===== src/rtl/clkseq_pkg.sv =====
`timescale 1ns/1ps
package clkseq_pkg;

    typedef enum logic [1:0] {
        ST_OFF    = 2'd0,
        ST_WAIT   = 2'd1,
        ST_SAMPLE = 2'd2,
        ST_RUN    = 2'd3
    } seq_state_e;

    // Convert a duration in microseconds to reference cycles, rounding up.
    function automatic int us_to_cycles(input int khz, input int us);
        return (khz * us + 999) / 1000;
    endfunction

endpackage


===== src/rtl/clkseq_sync.sv =====
`timescale 1ns/1ps
module clkseq_sync #(
    parameter int   STAGES  = 2,
    parameter logic RST_VAL = 1'b1
) (
    input  logic clk,
    input  logic rst_n,
    input  logic d_i,
    output logic q_o
);
    logic [STAGES-1:0] sh_d, sh_q;

    generate
        if (STAGES == 1) begin : g_single
            always_comb sh_d = d_i;
        end else begin : g_chain
            always_comb sh_d = {sh_q[STAGES-2:0], d_i};
        end
    endgenerate

    always_ff @(posedge clk or negedge rst_n) begin
        if (!rst_n) sh_q <= {STAGES{RST_VAL}};
        else        sh_q <= sh_d;
    end

    assign q_o = sh_q[STAGES-1];
endmodule


===== src/rtl/clkseq_fall_once.sv =====
`timescale 1ns/1ps
module clkseq_fall_once (
    input  logic clk,
    input  logic rst_n,
    input  logic level_i,
    input  logic rearm_i,
    output logic fired_o
);
    typedef struct packed {
        logic armed;
        logic hist;
        logic fired;
    } det_t;

    det_t det_d, det_q;

    always_comb begin
        det_d = det_q;
        if (rearm_i) begin
            // history forced high: a level already low counts as a fall
            det_d.armed = 1'b1;
            det_d.hist  = 1'b1;
            det_d.fired = 1'b0;
        end else begin
            if (det_q.armed && det_q.hist && !level_i) begin
                det_d.armed = 1'b0;
                det_d.fired = 1'b1;
            end
            det_d.hist = level_i;
        end
    end

    always_ff @(posedge clk or negedge rst_n) begin
        if (!rst_n) det_q <= '{armed: 1'b1, hist: 1'b1, fired: 1'b0};
        else        det_q <= det_d;
    end

    assign fired_o = det_q.fired;

    assert_single_fire_R8: assert property (@(posedge clk) disable iff (!rst_n)
        $rose(det_q.fired) |-> $past(det_q.armed));

    assert_fire_sticky_R8: assert property (@(posedge clk) disable iff (!rst_n)
        (det_q.fired && !rearm_i) |=> det_q.fired);
endmodule


===== src/rtl/clkseq_timer.sv =====
`timescale 1ns/1ps
module clkseq_timer #(
    parameter int W = 16
) (
    input  logic         clk,
    input  logic         rst_n,
    input  logic         load_i,
    input  logic [W-1:0] load_val_i,
    output logic         zero_o
);
    logic [W-1:0] cnt_d, cnt_q;

    always_comb begin
        cnt_d = cnt_q;
        if (load_i)             cnt_d = load_val_i;
        else if (cnt_q != '0)   cnt_d = cnt_q - 1'b1;
    end

    always_ff @(posedge clk or negedge rst_n) begin
        if (!rst_n) cnt_q <= '0;
        else        cnt_q <= cnt_d;
    end

    assign zero_o = (cnt_q == '0);
endmodule


===== src/rtl/clkgen_powerup_seq.sv =====
`timescale 1ns/1ps
module clkgen_powerup_seq
    import clkseq_pkg::*;
#(
    parameter int REF_KHZ    = 14318,
    parameter int PG_DLY_US  = 250,
    parameter int SETTLE_US  = 1146,
    parameter int FS_W       = 4,
    parameter int SYNC_STAGES = 2
) (
    input  logic            clk,
    input  logic            rst_n,
    input  logic            supply_ok_i,
    input  logic            pwrgd_n_i,
    input  logic [FS_W-1:0] fs_strap_i,
    output logic [FS_W-1:0] fs_sel_o,
    output logic            osc_en_o,
    output logic            out_en_o,
    output logic [1:0]      state_o
);
    localparam int PG_CYC     = us_to_cycles(REF_KHZ, PG_DLY_US);
    localparam int SETTLE_CYC = us_to_cycles(REF_KHZ, SETTLE_US);
    localparam int MAX_CYC    = (PG_CYC > SETTLE_CYC) ? PG_CYC : SETTLE_CYC;
    localparam int CNT_W      = $clog2(MAX_CYC + 1);
    localparam logic [CNT_W-1:0] PG_LOAD     = CNT_W'(PG_CYC - 1);
    localparam logic [CNT_W-1:0] SETTLE_LOAD = CNT_W'(SETTLE_CYC - 1);

    typedef struct packed {
        seq_state_e      state;
        logic            run;
        logic [FS_W-1:0] fs;
        logic            osc_en;
        logic            out_en;
    } seq_t;

    seq_t r_d, r_q;

    logic             pg_sync;
    logic             pg_fired;
    logic             tmr_load;
    logic [CNT_W-1:0] tmr_val;
    logic             tmr_zero;

    clkseq_sync #(.STAGES(SYNC_STAGES), .RST_VAL(1'b1)) i_sync (
        .clk   (clk),
        .rst_n (rst_n),
        .d_i   (pwrgd_n_i),
        .q_o   (pg_sync)
    );

    clkseq_fall_once i_pgdet (
        .clk     (clk),
        .rst_n   (rst_n),
        .level_i (pg_sync),
        .rearm_i (!supply_ok_i),
        .fired_o (pg_fired)
    );

    clkseq_timer #(.W(CNT_W)) i_timer (
        .clk        (clk),
        .rst_n      (rst_n),
        .load_i     (tmr_load),
        .load_val_i (tmr_val),
        .zero_o     (tmr_zero)
    );

    always_comb begin
        r_d      = r_q;
        tmr_load = 1'b0;
        tmr_val  = '0;
        if (!supply_ok_i) begin
            r_d.state = ST_OFF;
            r_d.run   = 1'b0;
            r_d.fs    = '0;
            tmr_load  = 1'b1;
        end else begin
            case (r_q.state)
                ST_OFF: r_d.state = ST_WAIT;
                ST_WAIT: begin
                    if (!r_q.run) begin
                        if (pg_fired) begin
                            r_d.run  = 1'b1;
                            tmr_load = 1'b1;
                            tmr_val  = PG_LOAD;
                        end
                    end else if (tmr_zero) begin
                        r_d.state = ST_SAMPLE;
                        r_d.run   = 1'b0;
                        r_d.fs    = fs_strap_i;
                        tmr_load  = 1'b1;
                        tmr_val   = SETTLE_LOAD;
                    end
                end
                ST_SAMPLE: if (tmr_zero) r_d.state = ST_RUN;
                ST_RUN: ;
                default: r_d.state = ST_OFF;
            endcase
        end
        r_d.osc_en = (r_d.state != ST_OFF);
        r_d.out_en = (r_d.state == ST_RUN);
    end

    always_ff @(posedge clk or negedge rst_n) begin
        if (!rst_n) r_q <= '{state: ST_OFF, run: 1'b0, fs: '0, osc_en: 1'b0, out_en: 1'b0};
        else        r_q <= r_d;
    end

    assign fs_sel_o = r_q.fs;
    assign osc_en_o = r_q.osc_en;
    assign out_en_o = r_q.out_en;
    assign state_o  = r_q.state;

    assert_outen_after_settle_R7: assert property (@(posedge clk) disable iff (!rst_n)
        $rose(r_q.out_en) |-> ($past(r_q.state) == ST_SAMPLE));

    assert_supply_loss_R9: assert property (@(posedge clk) disable iff (!rst_n)
        !supply_ok_i |=> (r_q.state == ST_OFF && !r_q.out_en && !r_q.osc_en && r_q.fs == '0));

    assert_run_sticky_R8: assert property (@(posedge clk) disable iff (!rst_n)
        (r_q.state == ST_RUN && supply_ok_i) |=> (r_q.state == ST_RUN));

    assert_fs_hold_R5: assert property (@(posedge clk) disable iff (!rst_n)
        ((r_q.state == ST_SAMPLE || r_q.state == ST_RUN) && supply_ok_i) |=> $stable(r_q.fs));

    assert_sample_needs_pg_R4: assert property (@(posedge clk) disable iff (!rst_n)
        (r_q.state == ST_SAMPLE && $past(r_q.state) == ST_WAIT) |-> pg_fired);

    assert_settle_hold_R6: assert property (@(posedge clk) disable iff (!rst_n)
        (r_q.state == ST_SAMPLE && supply_ok_i && !tmr_zero) |=> (r_q.state == ST_SAMPLE));
endmodule


===== config.mk =====
export PLATFORM = sky130hd
export DESIGN_NAME = clkgen_powerup_seq
export DESIGN_NICKNAME = d
export VERILOG_FILES = /design/src/rtl/clkseq_pkg.sv /design/src/rtl/clkseq_sync.sv /design/src/rtl/clkseq_fall_once.sv /design/src/rtl/clkseq_timer.sv /design/src/rtl/clkgen_powerup_seq.sv
export SDC_FILE = /design/constraint.sdc
export NUM_CORES = 1
export LEC_CHECK = 0
export ABC_AREA = 1
export CELL_PAD_IN_SITES_DETAIL_PLACEMENT = 0
export CELL_PAD_IN_SITES_GLOBAL_PLACEMENT = 1
export CORE_ASPECT_RATIO = 0.8
export CORE_MARGIN = 10
export CORE_UTILIZATION = 41
export DETAILED_ROUTE_END_ITERATION = 7
export MAX_ROUTING_LAYER = met4
export PLACE_DENSITY = 0.77
export SYNTH_ARGS = -nofsm -noshare
export SYNTH_HDL_FRONTEND = slang
export SYNTH_SLANG_ARGS = --single-unit

===== constraint.sdc =====
create_clock -name clk -period 4.7 [get_ports clk]
set_clock_uncertainty 0.1 [all_clocks]
set_input_delay 0.94 -clock clk [delete_from_list [all_inputs] [get_ports clk]]
set_output_delay 0.94 -clock clk [all_outputs]
set_load 0.005 [all_outputs]

==> out/qor.yml, run 1 <==
cts.sinks: 29
ys_seq_area_share_pct: 45.9
nNetsFinal: 218
synth-main-ff-cell: "dfrtp_1"
drtIter0Drc: 141
tns_ps: 0
grt_pass1_wl_mm: 5.36
cap_violations: 0
placed_cell_area_um2: 1740
worst_pin_slew_ps: 448
syn_inst: 196
floorplan.die.height_um: 75.7
clk-insertion-delay-late_ps: 280
drive_above_1_share_pct: 15.2
ys_warn_count: 0
syn_nets: 205
synth_top_area_share_pct: 39.3
fmax_ghz: 0.416
diodes: 0
dieArea_um2: 6790
cts_buffer_depth: 2
rows: 20
via_per_inst: 4.62
antenna_found_initial: 0
avgRoutedWirePerCell_um: 11.9
cts_root_buf: "clkbuf_8"
hold_viol_final: 0
die_w_um: 89.6
p_leak_nw: 0.921
setup_viol: 0
mostFrequentLayoutCells: "53 x nand2_1, 25 x dfrtp_1, 23 x inv_1, 16 x nor2_1, 15 x clkdlybuf4s50_1"
rsz0062_at_grt: "false"
first_pass_iters: 4
syn-cell-area_um2: 1590
tritoncts: "done"
hp-class: "register to register"
drc_errors: 0
postCtsHoldBufs: 0
final_common_cell: "nand2_1"
ant_nets: 0
coreArea_um2: 3780
grt_usage_pct: 10.4
power_density_nw_per_um2: 550
fin_crit_ps: 2410
htree_num_levels: 2
status: "completed"
cts_resized: 0
globalRouteOverflowTotal: 0
grt_pass1_vias: 1206
cts_buffers: 5
slew_viol_final: 0
io-pin-count: 16
yosys-top-cells-area: "dfrtp_1 39%, nand2_1 13%, dfstp_2 6.6%"
initial_core_util_pct: 42.1
max-slew-margin-rel_pct: 70.1
cp_data_required_time_ps: 4770
min_period_over_period_pct: 51.2
io_buffers: 15
start_kind: "input port"
path_max_fanout: 20
gp_congestion: 0.802
cp.arrival_ps: 2480
peakVddDrop_uv: 317
fillCellCount: 353
areaGrowthSynthToFinish_pct: 15.3
path_clk_slew_ps: 60
yosysTopAreaCell: "dfrtp_1"
synthDistinctLibCells: 28
grt_max_degree: 30
synth_edf_count: 0
dp_hpwl_mm: 2.33
setup.worst_path.class: "input port to register"
vias: 1225
routed_wl_mm: 3.16
async_flop_share_pct: 100
ys_ff_latch: 29
cts_setup_buffers: 0
avgSynthCellArea_um2: 8.11
fin_area_um2: 1830
endpoint_kind: "register"
-- layout make-up --
type | count | area [um2] | share of cell area (%)
Sequential cell | 29 | 731 | 39.8
Multi-Input combinational cell | 130 | 686 | 37.4
Timing Repair Buffer | 16 | 158 | 8.59
Inverter | 27 | 101 | 5.53
Clock buffer | 8 | 90.1 | 4.91
Tap cell | 55 | 68.8 | 3.75
-- cell usage after synthesis, types with 3 or more instances --
| cell | instances |
|---|---|
| nand2_1 | 53 |
| dfrtp_1 | 25 |
| inv_1 | 23 |
| nor2_1 | 16 |
| nand3_1 | 11 |
| a21oi_1 | 7 |
| buf_4 | 7 |
| xor2_1 | 7 |
| nor2_2 | 6 |
| nand2_2 | 5 |
| dfstp_2 | 4 |
| inv_2 | 4 |
| nand4_1 | 4 |
| o21ai_1 | 4 |
| xnor2_1 | 3 |
-- path summary, 6_finish.rpt --
check	to	cells past startpoint	startpoint	slack, ps
min	i_sync.sh_q[1]	0	i_sync.sh_q[0]	260
min reg2reg	i_sync.sh_q[1]	0	i_sync.sh_q[0]	260
max in group asynchronous	i_pgdet.det_q[2]	2	rst_n	3240
max reg2reg	i_timer.cnt_q[10]	11	i_timer.cnt_q[0]	2630
max	i_timer.cnt_q[10]	7	supply_ok_i	2290
min in group asynchronous	i_timer.cnt_q[4]	2	rst_n	950
-- per-layer routing --
metal / global-route usage, % / up-vias / wire [um]
met1: 13.5 / 570 / 1590
met4: 3.35 / 0 / 19
met5: - / - / 0
li1: - / 632 / -
met2: 15.0 / 21 / 1400
met3: 3.53 / 2 / 155
-- cells by family (layout without fill, tap and decap cells) --
group | count (synthesis) | in the layout | synth area share [%]
flip-flops | 29 | 29 | 45.9
AND/OR/NAND/NOR | 102 | 102 | 30.4
AO/OA/AOI/OAI | 17 | 17 | 6.37
adder cells (fa/ha/maj) | 1 | 1 | 0.787
XOR/XNOR | 10 | 10 | 5.51
buffers and inverters | 37 | 51 | 10.9
-- power by group --
| group | internal [mW] | leakage [nW] | total, mW | switching (mW) |
|---|---|---|---|---|
| Sequential | 0.315 | 0.369 | 0.370 | 0.0548 |
| Combinational | 0.162 | 0.507 | 0.431 | 0.269 |
| Clock | 0.119 | 0.0455 | 0.208 | 0.0890 |
-- metrics by stage --
stage | setup WS [ps] | hold slack, ps | instances | power, mW | util (%)
2_1_floorplan | 2910 | 245 | 196 | 0.723 | -
3_3_place_gp | 2070 | 249 | 257 | 0.794 | 46.2
3_5_place_dp | 1980 | 253 | 257 | 0.804 | 46.2
4_1_cts | 2270 | 260 | 265 | 1.02 | 48.5
5_1_grt | 2100 | 264 | 265 | 1.10 | 48.5
6_report | 2290 | 259 | 265 | 1.01 | 48.5
-- registers in the layout, indices dropped and copies added, names as in the netlist --
register and count:
i_pgdet.det_q 2, i_pgdet.fired_o 1, r_q 1, i_sync.sh_q 2, fs_sel_o 4, state_o 2
i_timer.cnt_q 15, out_en_o 1, osc_en_o 1
-- worst max-delay path, stage by stage --
cell             delay, ps
clkdlybuf4s50_1        620
nand2_1                180
nand3_2                380
nand2_1                190
nand2_1                 60
nand2_1                 60
inv_1                   40
Note: power is estimated with default switching activity, not from simulation.
==> inputs of run 2 (changes only) <==
--- a/config.mk
+++ b/config.mk
@@ -10,10 +10,10 @@
 export CELL_PAD_IN_SITES_GLOBAL_PLACEMENT = 1
 export CORE_ASPECT_RATIO = 0.8
 export CORE_MARGIN = 10
-export CORE_UTILIZATION = 41
+export CORE_UTILIZATION = 38
 export DETAILED_ROUTE_END_ITERATION = 7
 export MAX_ROUTING_LAYER = met4
-export PLACE_DENSITY = 0.77
+export PLACE_DENSITY = 0.75
 export SYNTH_ARGS = -nofsm -noshare
 export SYNTH_HDL_FRONTEND = slang
 export SYNTH_SLANG_ARGS = --single-unit
==> constraint.sdc (replaced) <==
create_clock -name clk -period 1.95 [get_ports clk]
set_clock_uncertainty 0.1 [all_clocks]
set_input_delay 0.39 -clock clk [delete_from_list [all_inputs] [get_ports clk]]
set_output_delay 0.39 -clock clk [all_outputs]
set_load 0.005 [all_outputs]
==> run 2 against run 1 <==
Die area is 5.9% higher. Via count up 4.3%. Clock power rose to 2.6 times the previous value. Sequential power grew 140%. Utilization barely moved. Hold slack worse by 1.7 ps. Critical endpoint unchanged. Largest power group unchanged. Highest routed layer unchanged.
==> out/qor.yml, run 2 (synthesized netlist as in run 1, its figures left out) <==
dieArea_um2: 7190
mostFrequentLayoutCells: "53 x nand2_1, 25 x dfrtp_1, 22 x inv_1, 15 x nor2_1, 15 x clkdlybuf4s50_1"
peakVddDrop_uv: 628
power_density_nw_per_um2: 1340
cap_violations: 0
cpMostUsedCell: "nand2_1"
slew_viol_final: 0
setup_viol: 0
gp_congestion: 0.864
critPathSlowestCell: "dfrtp_1"
initial_core_util_pct: 40.7
clk-insertion-delay-late_ps: 280
io_buffers: 15
cts_resized: 0
min_period_over_period_pct: 89.0
postCtsHoldBufs: 0
htree_num_levels: 2
timing.rr.start: "i_timer.cnt_q[0]"
cp.arrival_ps: 1820
ant_nets: 0
routed_wl_mm: 3.33
areaGrowthSynthToFinish_pct: 19.2
hold_viol_final: 0
dp_hpwl_mm: 2.44
grt_usage_pct: 10.2
first_pass_iters: 4
p_leak_nw: 0.948
drive_above_1_share_pct: 18.8
holdPathStages: 0
vias: 1278
diodes: 0
rows: 20
antenna_found_initial: 0
cts_root_buf: "clkbuf_8"
setup.worst_path.class: "register to register"
r2r_setup_slack_ps: 210
final_common_cell: "nand2_1"
grt_pass1_vias: 1251
start_kind: "register"
fillCellCount: 379
top_register: "i_timer.cnt_q"
rr_endpoint: "i_timer.cnt_q[10]"
path_clk_slew_ps: 70
cts_buffers: 5
total_power_mw: 2.55
tns_ps: 0
rsz0062_at_grt: "false"
fmax_ghz: 0.576
via_per_inst: 4.77
utilization_pct: 48.6
endpoint_kind: "register"
floorplan.die.height_um: 77.9
grt_pass1_wl_mm: 5.84
avgRoutedWirePerCell_um: 12.4
nNetsFinal: 221
ff2ff_path_depth: 12
cp_cell_sequence: "inv_2 > ha_4 > nand3_4 > nor2_4 > nand2_2 > nand2_1 > nand3_2 > buf_12 > nand2_1 > nand2_1 > nand2_1 > inv_1"
hp-start: "i_sync.sh_q[0]"
cts_buffer_depth: 2
max-slew-margin-rel_pct: 73.6
tritoncts: "done"
grt_max_degree: 30
worst_pin_slew_ps: 395
die_w_um: 92.3
max_stage_delay_ps: 390
hp-class: "register to register"
cts_setup_buffers: 0
drtIter0Drc: 64
fin_crit_ps: 1740
path_max_fanout: 15
holdPathEnd: "i_sync.sh_q[1]"
coreArea_um2: 3900
cp_data_required_time_ps: 2030
drc_errors: 0
cts.sinks: 29
largest_reg_flops: 15
io-pin-count: 16
status: "completed"
globalRouteOverflowTotal: 0
run 2: worst max-delay path: cells and delay by family (launching register included):
family	cells	cell delay [ps]
flops	1	390
fa+ha+maj	1	170
simple gates	8	670
buf+inv	3	310
run 2: per-layer routing:
metal  share of wire [%]  up-vias  GRT usage, %
met4                 1.3        0          3.85
li1                    -      637             -
met5                   0        -             -
met2                  44       30          14.7
met3                 5.3        7          3.17
met1                  49      604          13.1
run 2: cell type report:
cell class	instances	area [um2]	area share, %
sequential	29	731	38.5
multi-input combinational	130	701	37.0
timing repair buffer	19	193	10.2
inverter	27	101	5.35
clock buffer	7	96.3	5.08
tap	55	68.8	3.63
clock inverter	1	5.00	0.264
run 2: power by group:
group / total, mW / switching (mW) / internal, mW
Clock: 0.550 / 0.232 / 0.318
Sequential: 0.895 / 0.137 / 0.758
Combinational: 1.10 / 0.665 / 0.435
Total: 2.55 / 1.03 / 1.51
run 2: per-stage QoR:
stage	area (um2)	hold WS, ps	setup WS (ps)	std cells
6_report	1900	257	214	268
5_1_grt	1900	263	47.4	268
4_1_cts	1880	260	120	268
3_5_place_dp	1780	251	128	260
3_3_place_gp	1780	248	166	260
2_1_floorplan	1590	-5.59	307	196
run 2: worst max-delay path by stage:
stage	startpoint	to	slack [ps]	cells past startpoint
6_report	i_timer.cnt_q[0]	i_timer.cnt_q[10]	210	12
5_1_grt	i_timer.cnt_q[0]	i_timer.cnt_q[7]	50	12
4_1_cts	i_timer.cnt_q[0]	i_timer.cnt_q[11]	120	12
3_5_place_dp	i_timer.cnt_q[0]	i_timer.cnt_q[11]	130	12
3_3_place_gp	i_timer.cnt_q[0]	i_timer.cnt_q[0]	170	12
2_1_floorplan	i_timer.cnt_q[0]	i_timer.cnt_q[0]	310	12
==> inputs of run 3 (changes only) <==
--- a/config.mk
+++ b/config.mk
@@ -5,7 +5,6 @@
 export SDC_FILE = /design/constraint.sdc
 export NUM_CORES = 1
 export LEC_CHECK = 0
-export ABC_AREA = 1
 export CELL_PAD_IN_SITES_DETAIL_PLACEMENT = 0
 export CELL_PAD_IN_SITES_GLOBAL_PLACEMENT = 1
 export CORE_ASPECT_RATIO = 0.8
@@ -13,7 +12,7 @@
 export CORE_UTILIZATION = 38
 export DETAILED_ROUTE_END_ITERATION = 7
 export MAX_ROUTING_LAYER = met4
-export PLACE_DENSITY = 0.75
+export PLACE_DENSITY = 0.73
 export SYNTH_ARGS = -nofsm -noshare
 export SYNTH_HDL_FRONTEND = slang
 export SYNTH_SLANG_ARGS = --single-unit
==> run 3 against run 2 <==
Global-route usage rose by 1.4 points. Synthesized area fell by 9.9%. Setup slack got worse by 120 ps. Critical path depth fell by 4. First-iteration DRC count did not move. Clock power rose by 20%. Final area fell by 4.5%. Combinational power barely moved. Synthesized cell count fell by 25%. Critical path type unchanged. Critical endpoint is now fs_sel_o[2]. Largest cell class unchanged.
==> out/qor.yml, run 3 <==
ant_nets: 0
syn-cell-area_um2: 1430
io_buffers: 15
start_kind: "register"
via_per_inst: 5.37
die_w_um: 88.7
slew_viol_final: 0
top_register: "i_timer.cnt_q"
first_pass_iters: 4
tritoncts: "done"
nNetsFinal: 181
utilization_pct: 51.5
coreArea_um2: 3520
clk-insertion-delay-late_ps: 280
endpoint_kind: "register"
ys_warn_count: 0
min_period_over_period_pct: 95.1
io-pin-count: 16
diodes: 0
antenna_found_initial: 0
final-instance-count-excl-fill: 215
power_density_nw_per_um2: 1450
synth_edf_count: 0
setup_viol: 0
htree_num_levels: 2
total_power_mw: 2.62
peakVddDrop_uv: 499
routed_wl_mm: 3.42
synth_top_area_share_pct: 43.7
async_flop_share_pct: 100
synth.most_common_cell: "dfrtp_1"
timing.hold.ws_ps: 258
avgSynthCellArea_um2: 9.75
areaGrowthSynthToFinish_pct: 26.4
synth-main-ff-cell: "dfrtp_1"
yosys-top-cells-area: "dfrtp_1 44%, dfstp_2 7.3%, a21oi_1 5.6%"
worst_pin_slew_ps: 393
cp.arrival_ps: 1930
initial_core_util_pct: 40.7
yosysTopAreaCell: "dfrtp_1"
setup.worst_path.class: "register to register"
drc_errors: 0
drive_above_1_share_pct: 20.8
hold_viol_final: 0
rows: 19
gp_congestion: 0.814
final_common_cell: "dfrtp_1"
path_max_fanout: 5
synthDistinctLibCells: 38
largest_reg_flops: 15
syn_inst: 147
grt_max_degree: 30
cap_violations: 0
cp_data_required_time_ps: 2020
hp-class: "register to register"
cts_root_buf: "clkbuf_8"
fmax_ghz: 0.539
ys_seq_area_share_pct: 51.0
cts.sinks: 29
max-slew-margin-rel_pct: 73.6
globalRouteOverflowTotal: 0
path_clk_slew_ps: 70
vias: 1155
place_inst: 203
floorplan.die.height_um: 74.9
fin_crit_ps: 1850
dp_hpwl_mm: 2.34
synthTopCellsByCount: "25 x dfrtp_1, 16 x a21oi_1, 14 x o21ai_0, 9 x nand3_1"
grt_usage_pct: 11.7
ys_ff_latch: 29
postCtsHoldBufs: 0
dieArea_um2: 6640
p_leak_nw: 0.789
syn_nets: 156
grt_pass1_wl_mm: 5.73
cts_buffers: 5
mostFrequentLayoutCells: "25 x dfrtp_1, 16 x a21oi_1, 15 x clkdlybuf4s50_1, 13 x o21ai_0, 13 x buf_4"
status: "completed"
tns_ps: 0
avgRoutedWirePerCell_um: 15.9
drtIter0Drc: 64
cts_buffer_depth: 2
grt_pass1_vias: 1174
==> run 3: cell count changes after synthesis, moves of 4 or more <==
| cell | before | now |
|---|---|---|
| nor2_2 | 6 | 0 |
| nor2_1 | 16 | 8 |
| o21ai_1 | 4 | 0 |
| inv_2 | 4 | 0 |
| nand2_2 | 5 | 0 |
| inv_1 | 23 | 7 |
| or3_1 | 0 | 4 |
| a21oi_1 | 7 | 16 |
| nand2_1 | 53 | 8 |
| clkbuf_1 | 1 | 5 |
| o21ai_0 | 2 | 14 |
==> run 3: power breakdown <==
part / leakage [nW] / internal [mW] / total [mW] / switching [mW]
Sequential: 0.376 / 0.730 / 0.860 / 0.130
Combinational: 0.356 / 0.539 / 1.10 / 0.565
Clock: 0.0574 / 0.415 / 0.660 / 0.245
Total: 0.789 / 1.68 / 2.62 / 0.940
==> run 3: stage by stage <==
| stage | setup slack, ps | instance area (um2) |
|---|---|---|
| 2_1_floorplan | 83.5 | 1430 |
| 3_3_place_gp | 40.0 | 1640 |
| 3_5_place_dp | 84.6 | 1640 |
| 4_1_cts | 55.3 | 1760 |
| 5_1_grt | -8.31 | 1810 |
| 6_report | 96.1 | 1810 |
==> run 3: critical path, cell delays in order (launching register included) <==
cell and delay, ps:
dfrtp_1 380, inv_1 70, ha_2 180, nor3b_4 210
buf_6 140, nand4_1 180, buf_2 230, o21ai_0 160
a21oi_1 80
==> run 3: logic make-up (layout without fill, tap and decap cells) <==
group | count (synthesis) | count (layout) | synth area share (%)
xor+xnor | 4 | 4 | 2.45
flops | 29 | 29 | 51.0
buf+inv | 20 | 46 | 7.86
compound gates | 44 | 44 | 18.1
fa+ha+maj | 1 | 1 | 0.873
simple gates | 48 | 48 | 19.0
mux | 1 | 1 | 0.699
==> run 3: final timing paths <==
path                                        end  slack (ps)  cells after the start              from
min in group asynchronous       i_pgdet.fired_o         390                      2             rst_n
max in group asynchronous        i_sync.sh_q[1]        1040                      2             rst_n
worst max register to register      fs_sel_o[2]         100                      8  i_timer.cnt_q[1]
worst min register to register   i_sync.sh_q[1]         260                      0    i_sync.sh_q[0]
worst max-delay path                fs_sel_o[2]         100                      8  i_timer.cnt_q[1]
worst min-delay path             i_sync.sh_q[1]         260                      0    i_sync.sh_q[0]
==> run 3: per-layer routing <==
layer | track usage, % | share of wire (%) | routed length [um]
met1 | 14.9 | 51 | 1760
met2 | 15.5 | 43 | 1460
met3 | 4.96 | 4.4 | 149
met4 | 5.37 | 1.7 | 58
met5 | - | 0 | 0
==> run 3: layout make-up <==
type,count,area (um2)
timing repair buffer,31,275
tap,42,52.6
clock inverter,2,37.5
inverter,7,26.3
sequential,29,731
fill,339,1710
multi-input combinational,98,606
clock buffer,6,82.6
==> run 3: repair_timing <==
item / in CTS / in global routing
gates resized for setup: 0 / 10
endpoints found under the hold margin: 0 / 0
buffers inserted: 0 / 3
setup endpoints to repair: 0 / 15
